===== src/rtl/usb_irq_pkg.sv =====
package usb_irq_pkg;
    localparam int IDX_W  = 4;
    localparam int RGN_W  = 4;
    localparam int ADDR_W = RGN_W + IDX_W;

    localparam logic [RGN_W-1:0] RGN_GLOBAL = 4'h0;
    localparam logic [RGN_W-1:0] RGN_IN_ST  = 4'h1;
    localparam logic [RGN_W-1:0] RGN_OUT_ST = 4'h2;
    localparam logic [RGN_W-1:0] RGN_CH_ST  = 4'h3;
    localparam logic [RGN_W-1:0] RGN_CH_MSK = 4'h4;

    localparam logic [IDX_W-1:0] OFS_CORE_MSK = 4'h0;
    localparam logic [IDX_W-1:0] OFS_CORE_CLR = 4'h1;
    localparam logic [IDX_W-1:0] OFS_CFG      = 4'h2;
    localparam logic [IDX_W-1:0] OFS_IN_CMSK  = 4'h3;
    localparam logic [IDX_W-1:0] OFS_OUT_CMSK = 4'h4;
    localparam logic [IDX_W-1:0] OFS_DEV_MSK  = 4'h5;
    localparam logic [IDX_W-1:0] OFS_CHALL    = 4'h6;

    localparam int CORE_FIXED = 3;
endpackage


===== src/rtl/irq_leaf_bank.sv =====
module irq_leaf_bank
    import usb_irq_pkg::*;
#(
    parameter int N = 16,
    parameter int W = 4
) (
    input  logic               clk,
    input  logic               rst_n,
    input  logic [N*W-1:0]     evt,
    input  logic               clr_en,
    input  logic [IDX_W-1:0]   clr_idx,
    input  logic [W-1:0]       clr_bits,
    input  logic [N*W-1:0]     eff_mask,
    output logic [N-1:0]       hit
);
    typedef struct packed {
        logic [N*W-1:0] st;
    } bank_s;

    bank_s          bank_d, bank_q;
    logic [N*W-1:0] clr_vec;

    always_comb begin
        clr_vec = '0;
        for (int i = 0; i < N; i++) begin
            if (clr_en && (clr_idx == IDX_W'(i)))
                clr_vec[i*W +: W] = clr_bits;
        end
        // event applied after clear: a coincident event wins
        bank_d.st = (bank_q.st & ~clr_vec) | evt;
        for (int i = 0; i < N; i++)
            hit[i] = |(bank_q.st[i*W +: W] & eff_mask[i*W +: W]);
    end

    always_ff @(posedge clk or negedge rst_n) begin
        if (!rst_n) bank_q <= '0;
        else        bank_q <= bank_d;
    end

    a_r1_event_latches: assert property (@(posedge clk) disable iff (!rst_n)
        (|evt) |=> ((bank_q.st & $past(evt)) == $past(evt)));

    a_r2_clear_drops: assert property (@(posedge clk) disable iff (!rst_n)
        clr_en |=> ((bank_q.st & $past(clr_vec & ~evt)) == '0));

    a_r1_only_event_or_clear_changes: assert property (@(posedge clk) disable iff (!rst_n)
        1'b1 |=> (((bank_q.st ^ $past(bank_q.st)) & ~$past(clr_vec | evt)) == '0));
endmodule


===== src/rtl/irq_core.sv =====
module irq_core #(
    parameter int PORT_W = 4,
    parameter int CORE_W = 7
) (
    input  logic              clk,
    input  logic              rst_n,
    input  logic              dev_in_any,
    input  logic              dev_out_any,
    input  logic              host_any,
    input  logic [PORT_W-1:0] port_evt,
    input  logic              clr_en,
    input  logic [PORT_W-1:0] clr_bits,
    input  logic [CORE_W-1:0] core_mask,
    input  logic              glb_en,
    output logic              irq
);
    typedef struct packed {
        logic [PORT_W-1:0] port;
        logic              irq;
    } core_s;

    core_s             core_d, core_q;
    logic [PORT_W-1:0] clr_vec;
    logic [CORE_W-1:0] core_vec;

    always_comb begin
        clr_vec     = clr_en ? clr_bits : '0;
        core_vec    = {core_q.port, host_any, dev_out_any, dev_in_any};
        core_d.port = (core_q.port & ~clr_vec) | port_evt;
        core_d.irq  = glb_en & (|(core_vec & core_mask));
    end

    always_ff @(posedge clk or negedge rst_n) begin
        if (!rst_n) core_q <= '0;
        else        core_q <= core_d;
    end

    assign irq = core_q.irq;

    a_r8_global_gate: assert property (@(posedge clk) disable iff (!rst_n)
        !glb_en |=> !irq);

    a_r7_core_mask_zero: assert property (@(posedge clk) disable iff (!rst_n)
        (core_mask == '0) |=> !irq);

    a_r6_port_sticky: assert property (@(posedge clk) disable iff (!rst_n)
        1'b1 |=> ((core_q.port & $past(core_q.port & ~clr_vec)) == $past(core_q.port & ~clr_vec)));

    a_r6_port_latch: assert property (@(posedge clk) disable iff (!rst_n)
        (|port_evt) |=> ((core_q.port & $past(port_evt)) == $past(port_evt)));
endmodule


===== src/rtl/usb_irq_tree.sv =====
module usb_irq_tree
    import usb_irq_pkg::*;
#(
    parameter int N_EP   = 16,
    parameter int N_CH   = 16,
    parameter int LEAF_W = 4,
    parameter int PORT_W = 4,
    parameter int DATA_W = 32
) (
    input  logic                   clk,
    input  logic                   rst_n,
    input  logic [N_EP*LEAF_W-1:0] in_ep_evt,
    input  logic [N_EP*LEAF_W-1:0] out_ep_evt,
    input  logic [N_CH*LEAF_W-1:0] ch_evt,
    input  logic [PORT_W-1:0]      port_evt,
    input  logic                   wr_en,
    input  logic [ADDR_W-1:0]      wr_addr,
    input  logic [DATA_W-1:0]      wr_data,
    output logic                   irq
);
    localparam int DEV_W  = 2 * N_EP;
    localparam int CORE_W = CORE_FIXED + PORT_W;

    typedef struct packed {
        logic [CORE_W-1:0]      core_mask;
        logic                   glb_en;
        logic [LEAF_W-1:0]      in_cmask;
        logic [LEAF_W-1:0]      out_cmask;
        logic [DEV_W-1:0]       dev_mask;
        logic [N_CH-1:0]        ch_all_mask;
        logic [N_CH*LEAF_W-1:0] ch_mask;
    } cfg_s;

    cfg_s                   cfg_d, cfg_q;
    logic [RGN_W-1:0]       rgn;
    logic [IDX_W-1:0]       idx;
    logic                   in_clr, out_clr, ch_clr, core_clr;
    logic [N_EP*LEAF_W-1:0] in_eff, out_eff;
    logic [N_EP-1:0]        in_hit, out_hit;
    logic [N_CH-1:0]        ch_hit;
    logic [DEV_W-1:0]       dev_gated;
    logic                   in_any, out_any, host_any;

    always_comb begin
        rgn      = wr_addr[ADDR_W-1:IDX_W];
        idx      = wr_addr[IDX_W-1:0];
        in_clr   = wr_en && (rgn == RGN_IN_ST);
        out_clr  = wr_en && (rgn == RGN_OUT_ST);
        ch_clr   = wr_en && (rgn == RGN_CH_ST);
        core_clr = wr_en && (rgn == RGN_GLOBAL) && (idx == OFS_CORE_CLR);

        cfg_d = cfg_q;
        if (wr_en && rgn == RGN_GLOBAL) begin
            case (idx)
                OFS_CORE_MSK: cfg_d.core_mask   = wr_data[CORE_W-1:0];
                OFS_CFG:      cfg_d.glb_en      = wr_data[0];
                OFS_IN_CMSK:  cfg_d.in_cmask    = wr_data[LEAF_W-1:0];
                OFS_OUT_CMSK: cfg_d.out_cmask   = wr_data[LEAF_W-1:0];
                OFS_DEV_MSK:  cfg_d.dev_mask    = wr_data[DEV_W-1:0];
                OFS_CHALL:    cfg_d.ch_all_mask = wr_data[N_CH-1:0];
                default: ;
            endcase
        end
        if (wr_en && rgn == RGN_CH_MSK) begin
            for (int i = 0; i < N_CH; i++) begin
                if (idx == IDX_W'(i))
                    cfg_d.ch_mask[i*LEAF_W +: LEAF_W] = wr_data[LEAF_W-1:0];
            end
        end

        in_eff    = {N_EP{cfg_q.in_cmask}};
        out_eff   = {N_EP{cfg_q.out_cmask}};
        dev_gated = {out_hit, in_hit} & cfg_q.dev_mask;
        in_any    = |dev_gated[N_EP-1:0];
        out_any   = |dev_gated[DEV_W-1:N_EP];
        host_any  = |(ch_hit & cfg_q.ch_all_mask);
    end

    always_ff @(posedge clk or negedge rst_n) begin
        if (!rst_n) cfg_q <= '0;
        else        cfg_q <= cfg_d;
    end

    irq_leaf_bank #(.N(N_EP), .W(LEAF_W)) u_in_bank (
        .clk(clk), .rst_n(rst_n), .evt(in_ep_evt),
        .clr_en(in_clr), .clr_idx(idx), .clr_bits(wr_data[LEAF_W-1:0]),
        .eff_mask(in_eff), .hit(in_hit));

    irq_leaf_bank #(.N(N_EP), .W(LEAF_W)) u_out_bank (
        .clk(clk), .rst_n(rst_n), .evt(out_ep_evt),
        .clr_en(out_clr), .clr_idx(idx), .clr_bits(wr_data[LEAF_W-1:0]),
        .eff_mask(out_eff), .hit(out_hit));

    irq_leaf_bank #(.N(N_CH), .W(LEAF_W)) u_ch_bank (
        .clk(clk), .rst_n(rst_n), .evt(ch_evt),
        .clr_en(ch_clr), .clr_idx(idx), .clr_bits(wr_data[LEAF_W-1:0]),
        .eff_mask(cfg_q.ch_mask), .hit(ch_hit));

    irq_core #(.PORT_W(PORT_W), .CORE_W(CORE_W)) u_core (
        .clk(clk), .rst_n(rst_n),
        .dev_in_any(in_any), .dev_out_any(out_any), .host_any(host_any),
        .port_evt(port_evt), .clr_en(core_clr), .clr_bits(wr_data[PORT_W-1:0]),
        .core_mask(cfg_q.core_mask), .glb_en(cfg_q.glb_en), .irq(irq));

    // device summary gating, high half must stay silent while its mask half is zero
    a_r4_out_half_gated: assert property (@(posedge clk) disable iff (!rst_n)
        (cfg_q.dev_mask[DEV_W-1:N_EP] == '0) |-> !out_any);

    // host branch silent while no channel is enabled at the all-channels level
    a_r5_host_gated: assert property (@(posedge clk) disable iff (!rst_n)
        (cfg_q.ch_all_mask == '0) |-> !host_any);
endmodule


===== config.mk =====
export PLATFORM = sky130hd
export DESIGN_NAME = usb_irq_tree
export DESIGN_NICKNAME = d
export VERILOG_FILES = /design/src/rtl/usb_irq_pkg.sv /design/src/rtl/irq_leaf_bank.sv /design/src/rtl/irq_core.sv /design/src/rtl/usb_irq_tree.sv
export SDC_FILE = /design/constraint.sdc
export NUM_CORES = 1
export LEC_CHECK = 0
export ABC_AREA = 1
export BUFFER_PORTS_ARGS = -buffer_cell sky130_fd_sc_hd__buf_2
export CAP_MARGIN = 40
export CORE_MARGIN = 4
export CORE_UTILIZATION = 45
export DETAILED_ROUTE_END_ITERATION = 12
export PLACE_DENSITY = 0.66
export SLEW_MARGIN = 20
export SYNTH_ARGS = -nofsm -noshare
export SYNTH_HDL_FRONTEND = slang
export SYNTH_SLANG_ARGS = --single-unit
export TNS_END_PERCENT = 50

===== constraint.sdc =====
create_clock -name clk -period 1.7 [get_ports clk]
set_input_delay 0.51 -clock clk [delete_from_list [all_inputs] [get_ports clk]]
set_output_delay 0.51 -clock clk [all_outputs]
set_load 0.05 [all_outputs]

Word-level counts from Yosys, hierarchy flattened
Cells that the tools add are included.
{"block": "classes", "n_eq_ne": 19, "muxes": 49, "bitwise_logic": 64, "n_reduce_logical": 130}
{"op": "4-bit bitwise AND", "count": 49}
{"op": "4-bit two-way mux", "count": 49}
{"op": "64-bit bitwise AND", "count": 3}
{"op": "64-bit NOT", "count": 3}
{"op": "64-bit bitwise OR", "count": 3}
{"op": "4-bit OR reduction", "count": 48}
{"op": "1-bit logical AND", "count": 54}
{"op": "16-bit OR reduction", "count": 3}
{"op": "2-bit AND reduction", "count": 22}
{"op": "32-bit bitwise AND", "count": 1}
{"op": "4-bit equality test, second input constant", "count": 8}
{"op": "4-bit by 3-bit equality test with 1-bit output, second input constant", "count": 5}
{"op": "16-bit bitwise AND", "count": 1}
{"op": "4-bit by 2-bit equality test with 1-bit output, second input constant", "count": 4}
{"op": "4-bit by 1-bit equality test with 1-bit output, second input constant", "count": 2}
{"op": "4-bit zero test", "count": 2}
{"op": "7-bit bitwise AND", "count": 1}
{"op": "7-bit OR reduction", "count": 1}
{"op": "4-bit NOT", "count": 1}
{"op": "4-bit bitwise OR", "count": 1}
{"op": "1-bit bitwise AND", "count": 1}
{"block": "totals", "ff_bits": 325, "elab_cells": 289}

Longest topological paths before layout
{"block": "depth", "ltp_word": 7, "mapped_depth": 14}

Hierarchy
A second synthesis with hierarchy kept.
{"block": "unflattened", "hier_cells": 2114, "hier_area_um2": 15860.2}
{"module": "irq_leaf_bank", "n_inst": 3, "cells_each": 441, "area_each_um2": 3169.3, "seq_area_each_um2": 1601.5}
{"module": "usb_irq_tree", "n_inst": 1, "cells_each": 763, "area_each_um2": 6120.9, "seq_area_each_um2": 3203.1}
{"module": "irq_core", "n_inst": 1, "cells_each": 28, "area_each_um2": 231.5, "seq_area_each_um2": 125.1}

Worst setup path before layout
No wires, ideal clock.
{"block": "synth_path", "kind": "input-to-reg", "start": "in wr_en", "end": "reg cfg_q[100] in the netlist's numbering", "setup_ps": 125, "arrival_time_ps": 1731, "t_required_ps": 1575, "setup_slack_ps": -157, "stages": 5, "path_cell_list": "inv_1 nor4_4 nand2_4 buf_6 mux2_4"}
{"block": "synth_between", "elab_chain_len": 2}
{"element": "from (decl)", "line": "usb_irq_tree.sv:16", "text": "input logic wr_en,"}
{"element": "1-bit logical AND", "line": "usb_irq_tree.sv:53", "text": "if (wr_en && rgn == RGN_GLOBAL) begin"}
{"element": "2-bit AND reduction (no source line)"}
{"element": "to (signal assigned)", "line": "usb_irq_tree.sv:81", "text": "else cfg_q <= cfg_d;"}
{"element": "to (decl)", "line": "usb_irq_tree.sv:34", "text": "cfg_s cfg_d, cfg_q;"}
No other way between the ends.
A chain may end at the register's enable or synchronous reset.

==> impl_metrics.toml <==
[outcome]
status = "finished, violations left"
violations = "negative setup slack"

[layout]
mostFrequentLayoutCell = "nand2_1"
num-nets-final = 2324
diodes = 0
register_area_um2 = 8130
mostFrequentLayoutCells = "nand2_1 (684), dfrtp_1 (325), o21ai_0 (301)"
syn2layout_area_growth_pct = 26.0
fin_cells = 2508
drive_above_1_share = 0.200
multi_input_area_um2 = 5070
fill_cells = 2803

[grt]
antenna_found_initial = 0
grt-ovfl-total = 0
grtUsageTotal = 0.242
grt_pass1_wl_um = 65800
grt_max_degree = 80
grt_pass1_vias = 12400

[drt]
routed_wl_um = 42300
vias = 12700
drc = 0
avgRoutedWirePerCell_um = 16.9
drt_iter0_drc = 874
ant_nets = 0
firstDrtPassIters = 5
viasPerCell = 5.05

[place]
io_buffers = 239
place_inst = 2442
place.detailed.hpwl_um = 29700
place_congestion = 0.860
dp_slack_ns = -0.271

[logic_synthesis]
yosys_warnings = 0
synth_simple_gate_area_frac = 0.219
syn_nets = 2022
synth_top_family_by_area = "simple AND/OR/NAND/NOR gates"
synth_adder_area_share = 0
synth_xor_area_frac = 0
synthCells = 1783
synth_cell_types = 24
ys_ff_latch = 325
synth_compound_area_frac = 0.119
synth.area.mux_share = 0.0108
yosysSeqAreaShare = 0.569
synth.largest_area_cell = "dfrtp_1"
synth.area.top_cells = "dfrtp_1 (57%), nand2_1 (18%), o21ai_0 (11%)"
synth_area_um2 = 14300
syn_area_per_cell_um2 = 8.01
synth_top_cell_area_share = 0.569

[die]
initial_core_util = 0.461
fp.dieH_um = 186
die_w_um = 186
pin_count = 240
rows = 64
die-area_um2 = 34700
design.core.area_um2 = 31000

[timing]
maxSlewViolCount = 0
finalHoldViolCount = 0
fin_hold_ws_ns = 0.168
setup_viol = 1
setup_tns_ns = -0.0107
slew_headroom = 0.710
tightest_slew_ns = 0.435
worst_slack_ns = -0.0107
skew_ns = 0.0152
post-route-period-util = 1.01
layout_min_cycle_time_ns = 1.71
rsz0062_at_grt = "yes"
fmax_mhz = 585

[flow_run]
max_cap_viol_count = 0

[critical_path]
critical-path-max-stage-delay_ns = 0.42
worstPathArrival_ns = 2.12
endpoint_kind = "flip-flop"
crit_path_cell_trace = "buf_6 -> nand2_2 -> nand2_2 -> nor2_4 -> nor2_2 -> nor2_2 -> nand2_1 -> nor2_2 -> nand2_1 -> nand2_1 -> nand2_1 -> nor2_1 -> nor2_1"
crit_path_start_kind = "flip-flop"
path_buf_inv = 1
r2r_slack_ns = -0.01
crit_type = "reg2reg"
crit_path_frequent_cell = "nand2_1"
crit_family = "simple AND/OR/NAND/NOR gates"
cp_slowest_cell = "dfrtp_1"
crit_required_ns = 2.11
critPathMaxFanout = 5

[power_and_ir_drop]
power_frac_comb = 0.092
powerDensity_nw_per_um2 = 987
p_seq_frac = 0.449
ir_drop_v = 0.000745
p_clk_frac = 0.459
p_leak_nw = 8.72
internal_power_mw = 13.5
fin_total_pwr_mw = 17.8
swShare = 0.239
switchingPower_mw = 4.24

[cts]
cts_sinks = 325
cts-buffers-inserted = 36
cts_max_level = 2
path_clk_slew_ns = 0.06
clockBufferDepth = 3
cts.root.buffer_cell = "clkbuf_16"
clk-insertion-delay-late_ns = 0.51
cts_tree = "built"

[min_path]
hp-class = "in2reg"
-- what timing repair did --
action                                  CTS  global route
buffers inserted                          0             0
endpoints found under the setup margin    2             1
hold buffers                              1             0
resized for setup                        12            24
endpoints found under the hold margin    17             0
pin swaps                                 4            14
gates cloned                              0             0
-- per-stage QoR --
stage	instance area [µm²]	util
6_report	18000	0.581
5_1_grt	18000	0.581
4_1_cts	17900	0.578
3_5_place_dp	16700	0.537
3_3_place_gp	16700	0.537
2_1_floorplan	14300	-
-- power groups by stage --
stage                     Combinational, mW  Clock [mW]  Sequential (mW)
after detailed placement               1.59           0             8.11
final                                  1.63        8.16             7.98
after global routing                   1.82        8.62             7.99
after global placement                 1.57           0             8.11
after CTS                              1.62        8.30             7.98
after floorplan                       0.656           0             8.09
-- worst register-to-register path: cells and delay by family (launching register included) --
kind	cells	cell delay (ns)
and+or+nand+nor	12	1.03
DFF	1	0.42
buffers and inverters	1	0.16
-- final timing paths --
kind,to,start,depth (start not counted)
max in group asynchronous,u_ch_bank.bank_q[52],rst_n,3
setup / recovery,u_core.irq,cfg_q[118],13
setup reg to reg,u_core.irq,cfg_q[118],13
hold reg to reg,u_out_bank.bank_q[36],u_out_bank.bank_q[36],2
hold / removal,u_ch_bank.bank_q[60],ch_evt[60],3
min in group asynchronous,u_out_bank.bank_q[38],rst_n,2
-- cells in the mapped netlist --
| cell type | number |
|---|---|
| a21oi_1 | 6 |
| a221oi_1 | 1 |
| a22o_1 | 1 |
| a31oi_1 | 1 |
| and2_0 | 3 |
| and2_1 | 1 |
| buf_2 | 4 |
| buf_6 | 1 |
| clkbuf_1 | 52 |
| dfrtp_1 | 325 |
| inv_1 | 248 |
| mux2_2 | 3 |
| mux2_4 | 8 |
| nand2_1 | 690 |
| nand2_4 | 1 |
| nand3_1 | 1 |
| nand4_1 | 2 |
| nor2_1 | 103 |
| nor3_2 | 1 |
| nor4_4 | 4 |
| o21a_1 | 8 |
| o21ai_0 | 302 |
| o21ai_1 | 16 |
| or2_4 | 1 |
-- sequential cells by signal, indices dropped and copies added (netlist names) --
signal	count
u_in_bank.bank_q	64
u_core.core_q	4
u_core.irq	1
u_ch_bank.bank_q	64
cfg_q	128
u_out_bank.bank_q	64
-- cell families after synthesis --
group                  count (synthesis)
and+or+nand+nor                      807
AOI/OAI and AO/OA                    335
DFF                                  325
buffers and inverters                305
muxes                                 11
-- metal layers --
layer / share of wire / track usage / wire length, µm / vias to the layer above
li1: - / - / - / 6078
met1: 0.44 / 0.337 / 18600 / 6059
met2: 0.47 / 0.395 / 19800 / 468
met3: 0.070 / 0.0455 / 2980 / 68
met4: 0.022 / 0.0600 / 951 / 0
met5: 0 / 0 / 0 / -
-- layout make-up --
type                    instances  share of cell area
inverters                     248              0.0517
flip-flops and latches        325               0.452
clock inverters                18              0.0142
multi-input cells            1153               0.282
repair buffers                321               0.119
well taps                     396              0.0275
clock buffers                  47              0.0546
Power figures use the tool's default switching activity.
